<file path="src/rtl/pbas_pkg.sv">
package pbas_pkg;

  typedef enum logic [1:0] {
    BM_PASS    = 2'd0,
    BM_LINEAR  = 2'd1,
    BM_WRAP    = 2'd2,
    BM_ONESHOT = 2'd3
  } bmode_e;

  localparam logic [3:0] CMD_MEM_RD  = 4'b0110;
  localparam logic [3:0] CMD_MEM_WR  = 4'b0111;
  localparam logic [3:0] CMD_MEM_RDM = 4'b1100;
  localparam logic [3:0] CMD_MEM_RDL = 4'b1110;
  localparam logic [3:0] CMD_MEM_WRI = 4'b1111;

  function automatic logic cmd_is_mem(input logic [3:0] c);
    return (c == CMD_MEM_RD) || (c == CMD_MEM_WR) || (c == CMD_MEM_RDM) ||
           (c == CMD_MEM_RDL) || (c == CMD_MEM_WRI);
  endfunction

  function automatic logic cmd_is_read(input logic [3:0] c);
    return (c == CMD_MEM_RD) || (c == CMD_MEM_RDM) || (c == CMD_MEM_RDL);
  endfunction

endpackage

</file>
<file path="src/rtl/pbas_decode.sv">
module pbas_decode
  import pbas_pkg::*;
(
  input  logic [3:0] cmd,
  input  logic [1:0] ad_lo,
  output bmode_e     mode
);

  always_comb begin
    if (!cmd_is_mem(cmd)) begin
      mode = BM_PASS;
    end else if (ad_lo[0]) begin
      mode = BM_ONESHOT;
    end else if (ad_lo[1] && cmd_is_read(cmd)) begin
      mode = BM_WRAP;
    end else begin
      mode = BM_LINEAR;
    end
  end

endmodule

</file>
<file path="src/rtl/pbas_ctrl.sv">
module pbas_ctrl
  import pbas_pkg::*;
#(
  parameter int LINE_WORDS = 8,
  localparam int CNT_W     = $clog2(LINE_WORDS) + 1
) (
  input  logic   clk,
  input  logic   rst_n,
  input  logic   load,
  input  bmode_e mode_in,
  input  logic   phase_done,
  output bmode_e mode_q,
  output logic   step_en,
  output logic   last_phase,
  output logic   disc_req
);

  bmode_e             mode_d;
  logic [CNT_W-1:0]   cnt_q, cnt_d;
  logic               disc_q, disc_d;
  logic               ce;

  always_comb begin
    step_en    = phase_done && !load && (mode_q != BM_PASS) && !disc_q;
    last_phase = !disc_q &&
                 (((mode_q == BM_WRAP) && (cnt_q == CNT_W'(LINE_WORDS - 1))) ||
                  ((mode_q == BM_ONESHOT) && (cnt_q == '0)));
    ce     = load || step_en;
    mode_d = mode_q;
    cnt_d  = cnt_q;
    disc_d = disc_q;
    if (load) begin
      mode_d = mode_in;
      cnt_d  = '0;
      disc_d = 1'b0;
    end else if (step_en) begin
      cnt_d  = cnt_q + CNT_W'(1);
      disc_d = last_phase;
    end
  end

  always_ff @(posedge clk or negedge rst_n) begin
    if (!rst_n) begin
      mode_q <= BM_PASS;
      cnt_q  <= '0;
      disc_q <= 1'b0;
    end else if (ce) begin
      mode_q <= mode_d;
      cnt_q  <= cnt_d;
      disc_q <= disc_d;
    end
  end

  assign disc_req = disc_q;

endmodule

</file>
<file path="src/rtl/pbas_addr.sv">
module pbas_addr
  import pbas_pkg::*;
#(
  parameter int WA_W       = 30,
  parameter int LINE_WORDS = 8,
  parameter int CRIT_WORDS = 2,
  localparam int OFS_W     = $clog2(LINE_WORDS),
  localparam int CRIT_W    = $clog2(CRIT_WORDS)
) (
  input  logic            clk,
  input  logic            rst_n,
  input  logic            load,
  input  logic [WA_W-1:0] ad_word,
  input  bmode_e          mode_in,
  input  bmode_e          mode_q,
  input  logic            step_en,
  output logic [WA_W-1:0] word_q
);

  logic [WA_W-1:0]  crit_word;
  logic [WA_W-1:0]  start_word;
  logic [WA_W-1:0]  word_d;
  logic [OFS_W-1:0] ofs_inc;
  logic             ce;

  generate
    if (CRIT_W == 0) begin : g_crit_word
      assign crit_word = ad_word;
    end else begin : g_crit_multi
      assign crit_word = {ad_word[WA_W-1:CRIT_W], {CRIT_W{1'b0}}};
    end
  endgenerate

  always_comb begin
    start_word = (mode_in == BM_WRAP) ? crit_word : ad_word;
    ofs_inc    = word_q[OFS_W-1:0] + OFS_W'(1);
    ce         = load || step_en;
    word_d     = word_q;
    if (load) begin
      word_d = start_word;
    end else if (step_en) begin
      if (mode_q == BM_WRAP) begin
        word_d = {word_q[WA_W-1:OFS_W], ofs_inc};
      end else begin
        word_d = word_q + WA_W'(1);
      end
    end
  end

  always_ff @(posedge clk or negedge rst_n) begin
    if (!rst_n) begin
      word_q <= '0;
    end else if (ce) begin
      word_q <= word_d;
    end
  end

endmodule

</file>
<file path="src/rtl/pci_burst_seq.sv">
module pci_burst_seq
  import pbas_pkg::*;
#(
  parameter int ADDR_W     = 32,
  parameter int LINE_BYTES = 32,
  parameter int CRIT_BYTES = 8,
  localparam int WA_W       = ADDR_W - 2,
  localparam int LINE_WORDS = LINE_BYTES / 4,
  localparam int CRIT_WORDS = CRIT_BYTES / 4,
  localparam int OFS_W      = $clog2(LINE_WORDS)
) (
  input  logic              clk,
  input  logic              rst_n,
  input  logic              addr_phase,
  input  logic [ADDR_W-1:0] ad_in,
  input  logic [3:0]        cmd,
  input  logic              phase_done,
  output logic [WA_W-1:0]   word_addr,
  output logic              last_phase,
  output logic              disc_req
);

  bmode_e mode_new;
  bmode_e mode_q;
  logic   step_en;

  pbas_decode u_decode (
    .cmd   (cmd),
    .ad_lo (ad_in[1:0]),
    .mode  (mode_new)
  );

  pbas_ctrl #(
    .LINE_WORDS (LINE_WORDS)
  ) u_ctrl (
    .clk        (clk),
    .rst_n      (rst_n),
    .load       (addr_phase),
    .mode_in    (mode_new),
    .phase_done (phase_done),
    .mode_q     (mode_q),
    .step_en    (step_en),
    .last_phase (last_phase),
    .disc_req   (disc_req)
  );

  pbas_addr #(
    .WA_W       (WA_W),
    .LINE_WORDS (LINE_WORDS),
    .CRIT_WORDS (CRIT_WORDS)
  ) u_addr (
    .clk     (clk),
    .rst_n   (rst_n),
    .load    (addr_phase),
    .ad_word (ad_in[ADDR_W-1:2]),
    .mode_in (mode_new),
    .mode_q  (mode_q),
    .step_en (step_en),
    .word_q  (word_addr)
  );

endmodule

</file>
<file path="config.mk">
export PLATFORM = sky130hd
export DESIGN_NAME = pci_burst_seq
export DESIGN_NICKNAME = d
export VERILOG_FILES = /design/src/rtl/pbas_pkg.sv /design/src/rtl/pbas_decode.sv /design/src/rtl/pbas_ctrl.sv /design/src/rtl/pbas_addr.sv /design/src/rtl/pci_burst_seq.sv
export SDC_FILE = /design/constraint.sdc
export NUM_CORES = 1
export LEC_CHECK = 0
export BUFFER_PORTS_ARGS = -buffer_cell sky130_fd_sc_hd__buf_2
export CORE_MARGIN = 2
export CORE_UTILIZATION = 46
export DETAILED_ROUTE_END_ITERATION = 16
export PLACE_DENSITY = 0.73
export SLEW_MARGIN = 5
export SYNTH_ARGS = -nofsm -noshare
export SYNTH_HDL_FRONTEND = slang
export SYNTH_SLANG_ARGS = --single-unit
</file>
<file path="constraint.sdc">
create_clock -name clk -period 1.75 [get_ports clk]
set_input_delay 0.35 -clock clk [delete_from_list [all_inputs] [get_ports clk]]
set_output_delay 0.35 -clock clk [all_outputs]
set_load 0.01 [all_outputs]
</file>
==> results by group, run 1 <==
Pwr
  • Max VDD drop: 0.4008 mV
  • Proportion of power drawn by the clock network: 31.1%
  • Int Pwr: 1.757 mW
  • P_leak: 1.541 nW
  • Net Sw Power: 765.7 µW
  • Pwr per Cell Area: 727.4 nW/µm²
  • Sw Ratio: 30.35%
  • Power share of the sequential group: 40.2%
  • Comb pwr share: 28.6%
  • Total power: 2.523 mW

STA
  • Setup WS post-layout: -0.01205 ns
  • Setup TNS: -0.02160 ns
  • Max-slew violation count: 0
  • FMAX: 0.5675 GHz
  • Fin crit period: 1.762 ns
  • Clock Skews: 0.01365 ns
  • Slew @ Worst Pin: 0.3595 ns
  • Period utilisation layout: 100.7%
  • RSZ-0062 raised after global routing: true
  • Final count of negative-setup-slack endpoints: 2
  • Rel. slew slack: 76.03%
  • Hold Vio Cnt, Final: 0

Critical path
  • Crit path arrival time: 1.41 ns
  • Critical path capture point type: output pin
  • Crit path cell chain: inv_1, ha_2, nand2_2, o21ai_2, and4b_1, buf_2
  • Worst Path Class, Setup: reg -> out
  • Crit path launch type: register
  • Crit path max-delay cell type: dfrtp_1
  • Worst-path fanout max: 4
  • Max stage delay on crit path: 0.41 ns
  • Critical path required time: 1.40 ns

Placed design
  • Post-DP HPWL: 5374 µm
  • Area post-placement: 3087 µm²
  • Gp weighted congestion: 0.9176
  • I/O Buffers: 71
  • Setup WS pre-CTS: -0.06220 ns

Drt
  • DRC marker count from the first detailed-route iteration: 198
  • Residual DRC: 0
  • DR pass1 iterations: 4
  • Vias per cell: 5.842
  • Average wire per standard cell: 15.43 µm
  • Post-route ant nets: 0
  • Final WL: 7314 µm
  • Vias: 2769

Synth
  • Post-synth EDFFs: 0
  • Sequential area share after synthesis: 39.42%
  • #FFs+latches synth: 37
  • Synth Area per Inst: 8.666 µm²
  • Synth Flop Type: dfrtp_1
  • Post-Syn Instances: 271
  • Synth Area in Compound Gates: 21.58%
  • Library cells used by synthesis: 50
  • Synth Cell Area: 2349 µm²
  • Main combinational cell family by area after synthesis: simple AND/OR/NAND/NOR gates
  • Warnings from Yosys: 0
  • Syn_nets: 314
  • Asr flop ratio synth: 100.0%
  • Post-Synth XOR/XNOR Area: 1.865%
  • Simple-Gate Fraction of Synth Area: 30.74%
  • Adder-Cell Fraction of Synth Area: 1.598%
  • Multiplexer share of the synthesized area: 0.4262%

Clock tree
  • CTS Buf Count: 5
  • Clock sinks: 37
  • Clk pin slew, worst setup/hold paths: 0.07 ns
  • Htree depth: 2
  • Skew-Pair Late Insertion Delay: 0.30 ns
  • Max clock buf depth: 2
  • CTS tree: yes
  • CTS root buf: clkbuf_8

Flow run
  • Maxcap violations: 0

Status
  • Status: finished, violations left
  • Failing checks: negative setup slack

Final layout
  • Antenna fix cells: 0
  • Area Overhead vs Synth: 47.68%
  • Final Cell Area: 3468 µm²
  • Most frequent cells in the layout: buf_2 (71), buf_4 (69), dfrtp_1 (34)
  • Layout cell share with drive strength beyond 1: 44.80%
  • Final #Nets: 446
  • Most common cell after layout, fill and taps aside: buf_2

GRT
  • Aggregate global-route resource usage: 26.74%
  • Total gr overflow: 0
  • Pin count of the biggest net entering global routing: 27
  • Antenna violations before repair: 0
  • Met1 Track Usage GR: 35.47%
  • Met2 usage: 44.35%
  • First-pass GRT wire length: 11670 µm
  • M3 GR Usage: 5.556%
  • Vias in the first global route: 2525
  • Layer with the highest usage: met2

Floorplan
  • Core Rows: 26
  • Io pins: 72
  • Y dimension of the die: 75.45 µm
  • Initial Util: 46.88%
  • Die X: 75.45 µm
  • Die area: 5693 µm²
  • Core ar.: 5010 µm²

Min path
  • Hold WC Path Type: in -> reg
-- cell families (layout without fill, tap and decap cells) --
family / Yosys count / count (layout)
simple gates: 129 / 129
compound gates: 71 / 71
flops: 37 / 37
buf+inv: 25 / 158
xor+xnor: 5 / 5
fa+ha+maj: 3 / 3
mux: 1 / 1
-- synth_stat cells (3+ instances only) --
cell / number / area share (%)
a21oi_1: 6 / 1.3
nand3_1: 20 / 4.3
clkbuf_1: 10 / 1.6
a221o_1: 4 / 1.7
xnor2_1: 3 / 1.1
nand4_1: 13 / 3.5
buf_2: 4 / 0.85
or4_1: 10 / 3.2
nand2_1: 27 / 4.3
dfrtp_1: 37 / 39
o21ai_0: 13 / 2.8
nand3b_1: 3 / 0.96
nor2_1: 20 / 3.2
and4_1: 5 / 1.9
a41oi_1: 4 / 1.5
a31oi_1: 10 / 2.7
and3_1: 4 / 1.1
nor4_1: 3 / 0.80
o211ai_1: 6 / 1.9
o31ai_1: 7 / 2.2
o311ai_0: 11 / 4.1
or3_1: 4 / 1.1
ha_1: 3 / 1.6
inv_1: 9 / 1.4
-- worst max-delay path: cells and delay by family (launching register included) --
family	cells	cell delay (ns)
and+or+nand+nor	2	0.24
buffers and inverters	2	0.19
AOI/OAI and AO/OA	1	0.12
adders and majority gates	1	0.17
DFF	1	0.41
-- layer usage --
| metal | vias up | share of wire [%] |
|---|---|---|
| li1 | 1315 | - |
| met1 | 1312 | 43 |
| met2 | 127 | 48 |
| met3 | 15 | 6.9 |
| met4 | 0 | 1.5 |
| met5 | - | 0 |
-- power groups by stage --
stage	Clock, mW	Combinational [mW]	Sequential (mW)
final	0.786	0.722	1.02
after floorplan	0	0.243	1.08
after global placement	0	0.626	1.02
after detailed placement	0	0.634	1.02
after CTS	0.790	0.680	1.01
after global routing	0.829	0.798	1.03
-- sequential cells by signal (all words and copies together) (netlist names) --
signal           flops
u_addr.word_q       30
u_ctrl.cnt_q         4
u_ctrl.disc_req      1
u_ctrl.mode_q        2
-- worst paths after layout --
kind / from / end / slack, ns / depth (start not counted)
worst max-delay path: u_ctrl.cnt_q[0] / last_phase / -0.01 / 6
worst min-delay path: ad_in[4] / u_addr.word_q[2] / 0.26 / 3
worst max register to register: u_addr.word_q[19] / u_addr.word_q[27] / -0.01 / 4
worst min register to register: u_ctrl.mode_q[1] / u_ctrl.mode_q[1] / 0.57 / 1
max in group asynchronous: rst_n / u_addr.word_q[23] / 0.72 / 3
min in group asynchronous: rst_n / u_addr.word_q[27] / 0.49 / 2
-- metrics by stage --
step | instances | hold WS [ns] | utilization [%]
2_1_floorplan | 271 | 0.05441 | -
3_3_place_gp | 444 | 0.2758 | 61.61
3_5_place_dp | 444 | 0.2801 | 61.61
4_1_cts | 465 | 0.2508 | 66.41
5_1_grt | 474 | 0.2644 | 69.23
6_report | 474 | 0.2599 | 69.23
-- layout make-up --
cell class	count	area, µm²
fillers	424	1541
clock buffers	7	86.33
well taps	70	87.58
clock inverters	1	30.03
multi-input cells	209	1418
inverters	9	33.78
repair buffers	141	883.3
flip-flops and latches	37	929.6
-- what timing repair did --
action / 4_1_cts / 5_1_grt
setup endpoints to repair: 8 / 17
hold endpoints to repair: 12 / 0
hold buffers: 1 / 0
pin swaps: 5 / 13
buffers inserted: 12 / 9
gates resized for setup: 8 / 27
No activity file was read; power rests on OpenSTA's default activity.
==> run 2: changes to the inputs <==
--- a/config.mk
+++ b/config.mk
@@ -9,7 +9,7 @@
 export CORE_MARGIN = 2
 export CORE_UTILIZATION = 46
 export DETAILED_ROUTE_END_ITERATION = 16
-export PLACE_DENSITY = 0.73
+export PLACE_DENSITY_LB_ADDON = 0.15
 export SLEW_MARGIN = 5
 export SYNTH_ARGS = -nofsm -noshare
 export SYNTH_HDL_FRONTEND = slang
==> run 2 against run 1 <==
Net effect:
- the flow finishes with violations (negative hold slack, negative setup slack)
- critical path depth is the same
- highest routed layer unchanged
- sequential share of layout area increased by 0.53 points
- critical path type is now reg -> reg
- global-route usage down 0.65 points
- final area down 2.1%
- worst setup slack about the same
==> results by group, run 2 (synthesis results as in run 1) <==
Status
  • Status: finished, violations left
  • Failing checks: negative hold slack, negative setup slack

Drt
  • DR pass1 iterations: 4 (unchanged)
  • Final WL: 7487 µm (+2.4%)
  • Vias per cell: 5.869 (+0.47%)
  • Average wire per standard cell: 16.03 µm (+3.9%)
  • DRC marker count from the first detailed-route iteration: 249 (+26%)
  • Residual DRC: 0 (unchanged)
  • Vias: 2741 (-1.0%)
  • Post-route ant nets: 0 (unchanged)

STA
  • RSZ-0062 raised after global routing: true
  • Fin crit period: 1.763 ns (+0.0004983 ns)
  • Setup WS post-layout: -0.01255 ns (-0.0004983 ns)
  • WHS: -0.007566 ns (-0.2675 ns)
  • Period utilisation layout: 100.7% (about the same)
  • Max-slew violation count: 0 (unchanged)
  • FMAX: 0.5674 GHz (about the same)
  • Slew @ Worst Pin: 0.4364 ns (+0.07686 ns)
  • Final count of negative-setup-slack endpoints: 3 (+1)
  • Hold Vio Cnt, Final: 16 (+16)
  • Rel. slew slack: 70.91% (-5.1 points)
  • Clock Skews: 0.003252 ns (-0.01040 ns)

Critical path
  • FF-to-FF path depth: 6 (+2)
  • Crit path arrival time: 1.99 ns (+0.58 ns)
  • Worst-path fanout max: 4 (unchanged)
  • Worst Path Class, Setup: reg -> reg
  • Crit path launch type: register
  • Reg2reg end: u_addr.word_q[16]
  • Critical path required time: 1.98 ns (+0.58 ns)
  • Critical path capture point type: register
  • R2r startpoint: u_addr.word_q[1]
  • Reg2Reg Setup Slack: -0.01 ns (about the same)

Floorplan
  • Initial Util: 46.88% (unchanged)
  • Die X: 75.45 µm (unchanged)
  • Core ar.: 5010 µm² (unchanged)
  • Core Rows: 26 (unchanged)
  • Io pins: 72 (unchanged)
  • Y dimension of the die: 75.45 µm (unchanged)
  • Die area: 5693 µm² (unchanged)

GRT
  • Vias in the first global route: 2414 (-4.4%)
  • Antenna violations before repair: 0 (unchanged)
  • Total gr overflow: 0 (unchanged)
  • Aggregate global-route resource usage: 26.09% (-0.65 points)
  • First-pass GRT wire length: 11340 µm (-2.8%)
  • Pin count of the biggest net entering global routing: 27 (unchanged)

Final layout
  • Final core occ: 67.81% (-1.4 points)
  • Most frequent cells in the layout: buf_2 (71), buf_4 (61), dfrtp_1 (35)
  • Area Overhead vs Synth: 44.65%
  • Final #Nets: 440 (-1.3%)
  • Fillers: 440 (+3.8%)
  • Multi-input logic area: 1396 µm² (-1.5%)
  • Register area: 928.4 µm² (-0.13%)
  • Largest register FFs: 30 (unchanged)
  • Layout cell share with drive strength beyond 1: 42.32% (-2.5 points)
  • Top flop regs: u_addr.word_q x30, u_ctrl.cnt_q x4, u_ctrl.mode_q x2
  • Antenna fix cells: 0 (unchanged)
  • Most common cell after layout, fill and taps aside: buf_2
  • Reg with most FFs: u_addr.word_q

Clock tree
  • Clk pin slew, worst setup/hold paths: 0.07 ns (about the same)
  • Htree depth: 2 (unchanged)
  • CTS root buf: clkbuf_8
  • Hold bufs inserted after CTS: 0 (-1)
  • Max clock buf depth: 2 (unchanged)
  • Clock sinks: 37 (unchanged)
  • Skew-Pair Late Insertion Delay: 0.29 ns (about the same)
  • CTS tree: yes
  • CTS Buf Count: 5 (unchanged)

Flow run
  • Maxcap violations: 0 (unchanged)

Min path
  • Hold WC Path Type: in -> async

Pwr
  • Max VDD drop: 0.4027 mV (+0.46%)
  • Pwr per Cell Area: 685.1 nW/µm² (-5.8%)
  • P_leak: 1.506 nW (-2.3%)
  • Total power: 2.327 mW (-7.7%)

Placed design
  • Gp weighted congestion: 0.8970 (-2.2%)
  • Post-DP HPWL: 5437 µm (+1.2%)
  • I/O Buffers: 71 (unchanged)
[run 2: cell count changes in the layout (fill, tap and decap cells not counted), moves of 2 or more]
cell	previous run	this run
buf_12	0	2
buf_4	69	61
o311ai_0	7	10
o311ai_1	3	1
[run 2: layout make-up]
cell class,instances,area share (%)
Clock buffer,7,2.541
Multi-Input combinational cell,209,41.10
Sequential cell,37,27.33
Timing Repair Buffer,135,25.45
Inverter,9,0.9945
Tap cell,70,2.578
[run 2: worst max-delay path by stage]
stage,start,endpoint,cells after the start
finish,u_addr.word_q[1],u_addr.word_q[16],6
global route,u_ctrl.cnt_q[0],last_phase,6
CTS,u_ctrl.cnt_q[0],last_phase,6
detailed placement,u_addr.word_q[1],u_addr.word_q[20],5
global placement,u_addr.word_q[5],u_addr.word_q[26],4
floorplan,u_addr.word_q[1],u_addr.word_q[24],6
[run 2: layer usage]
layer	vias up	wire (µm)	share of wire, %	global-route usage (%)
met2	112	3777	50	44.73
met3	12	484	6.5	4.630
met5	-	0	0	0
li1	1305	-	-	-
met1	1312	3123	42	34.20
met4	0	100	1.3	6.628
[run 2: timing repair]
action | CTS | global route
buffers inserted | 3 | 11
pin swaps | 2 | 12
endpoints found under the setup margin | 10 | 16
gates resized for setup | 6 | 22
[run 2: stage by stage]
| step | setup slack, ns | cell area (µm²) | hold WS [ns] | setup TNS, ns | std cells |
|---|---|---|---|---|---|
| 2_1_floorplan | -0.01325 | 2352 | 0.05441 | -0.03528 | 271 |
| 3_3_place_gp | 0.006120 | 3127 | 0.3132 | 0 | 446 |
| 3_5_place_dp | -0.02354 | 3127 | 0.3154 | -0.04784 | 446 |
| 4_1_cts | -0.02164 | 3254 | 0.002044 | -0.03661 | 456 |
| 5_1_grt | -0.1040 | 3397 | 0.01529 | -0.5173 | 467 |
| 6_report | -0.01255 | 3397 | -0.007566 | -0.01725 | 467 |
[run 2: worst max-delay path, cell delays in order (launching register included)]
cell     delay, ns
dfrtp_1       0.36
ha_2          0.20
and3_4        0.20
nand4_1       0.18
buf_4         0.21
or4_1         0.47
nand3_1       0.08
[run 2: report_power, final]
part,internal [mW],switching [mW]
clock,0.313,0.306
combinational,0.332,0.361
sequential,0.937,0.0785
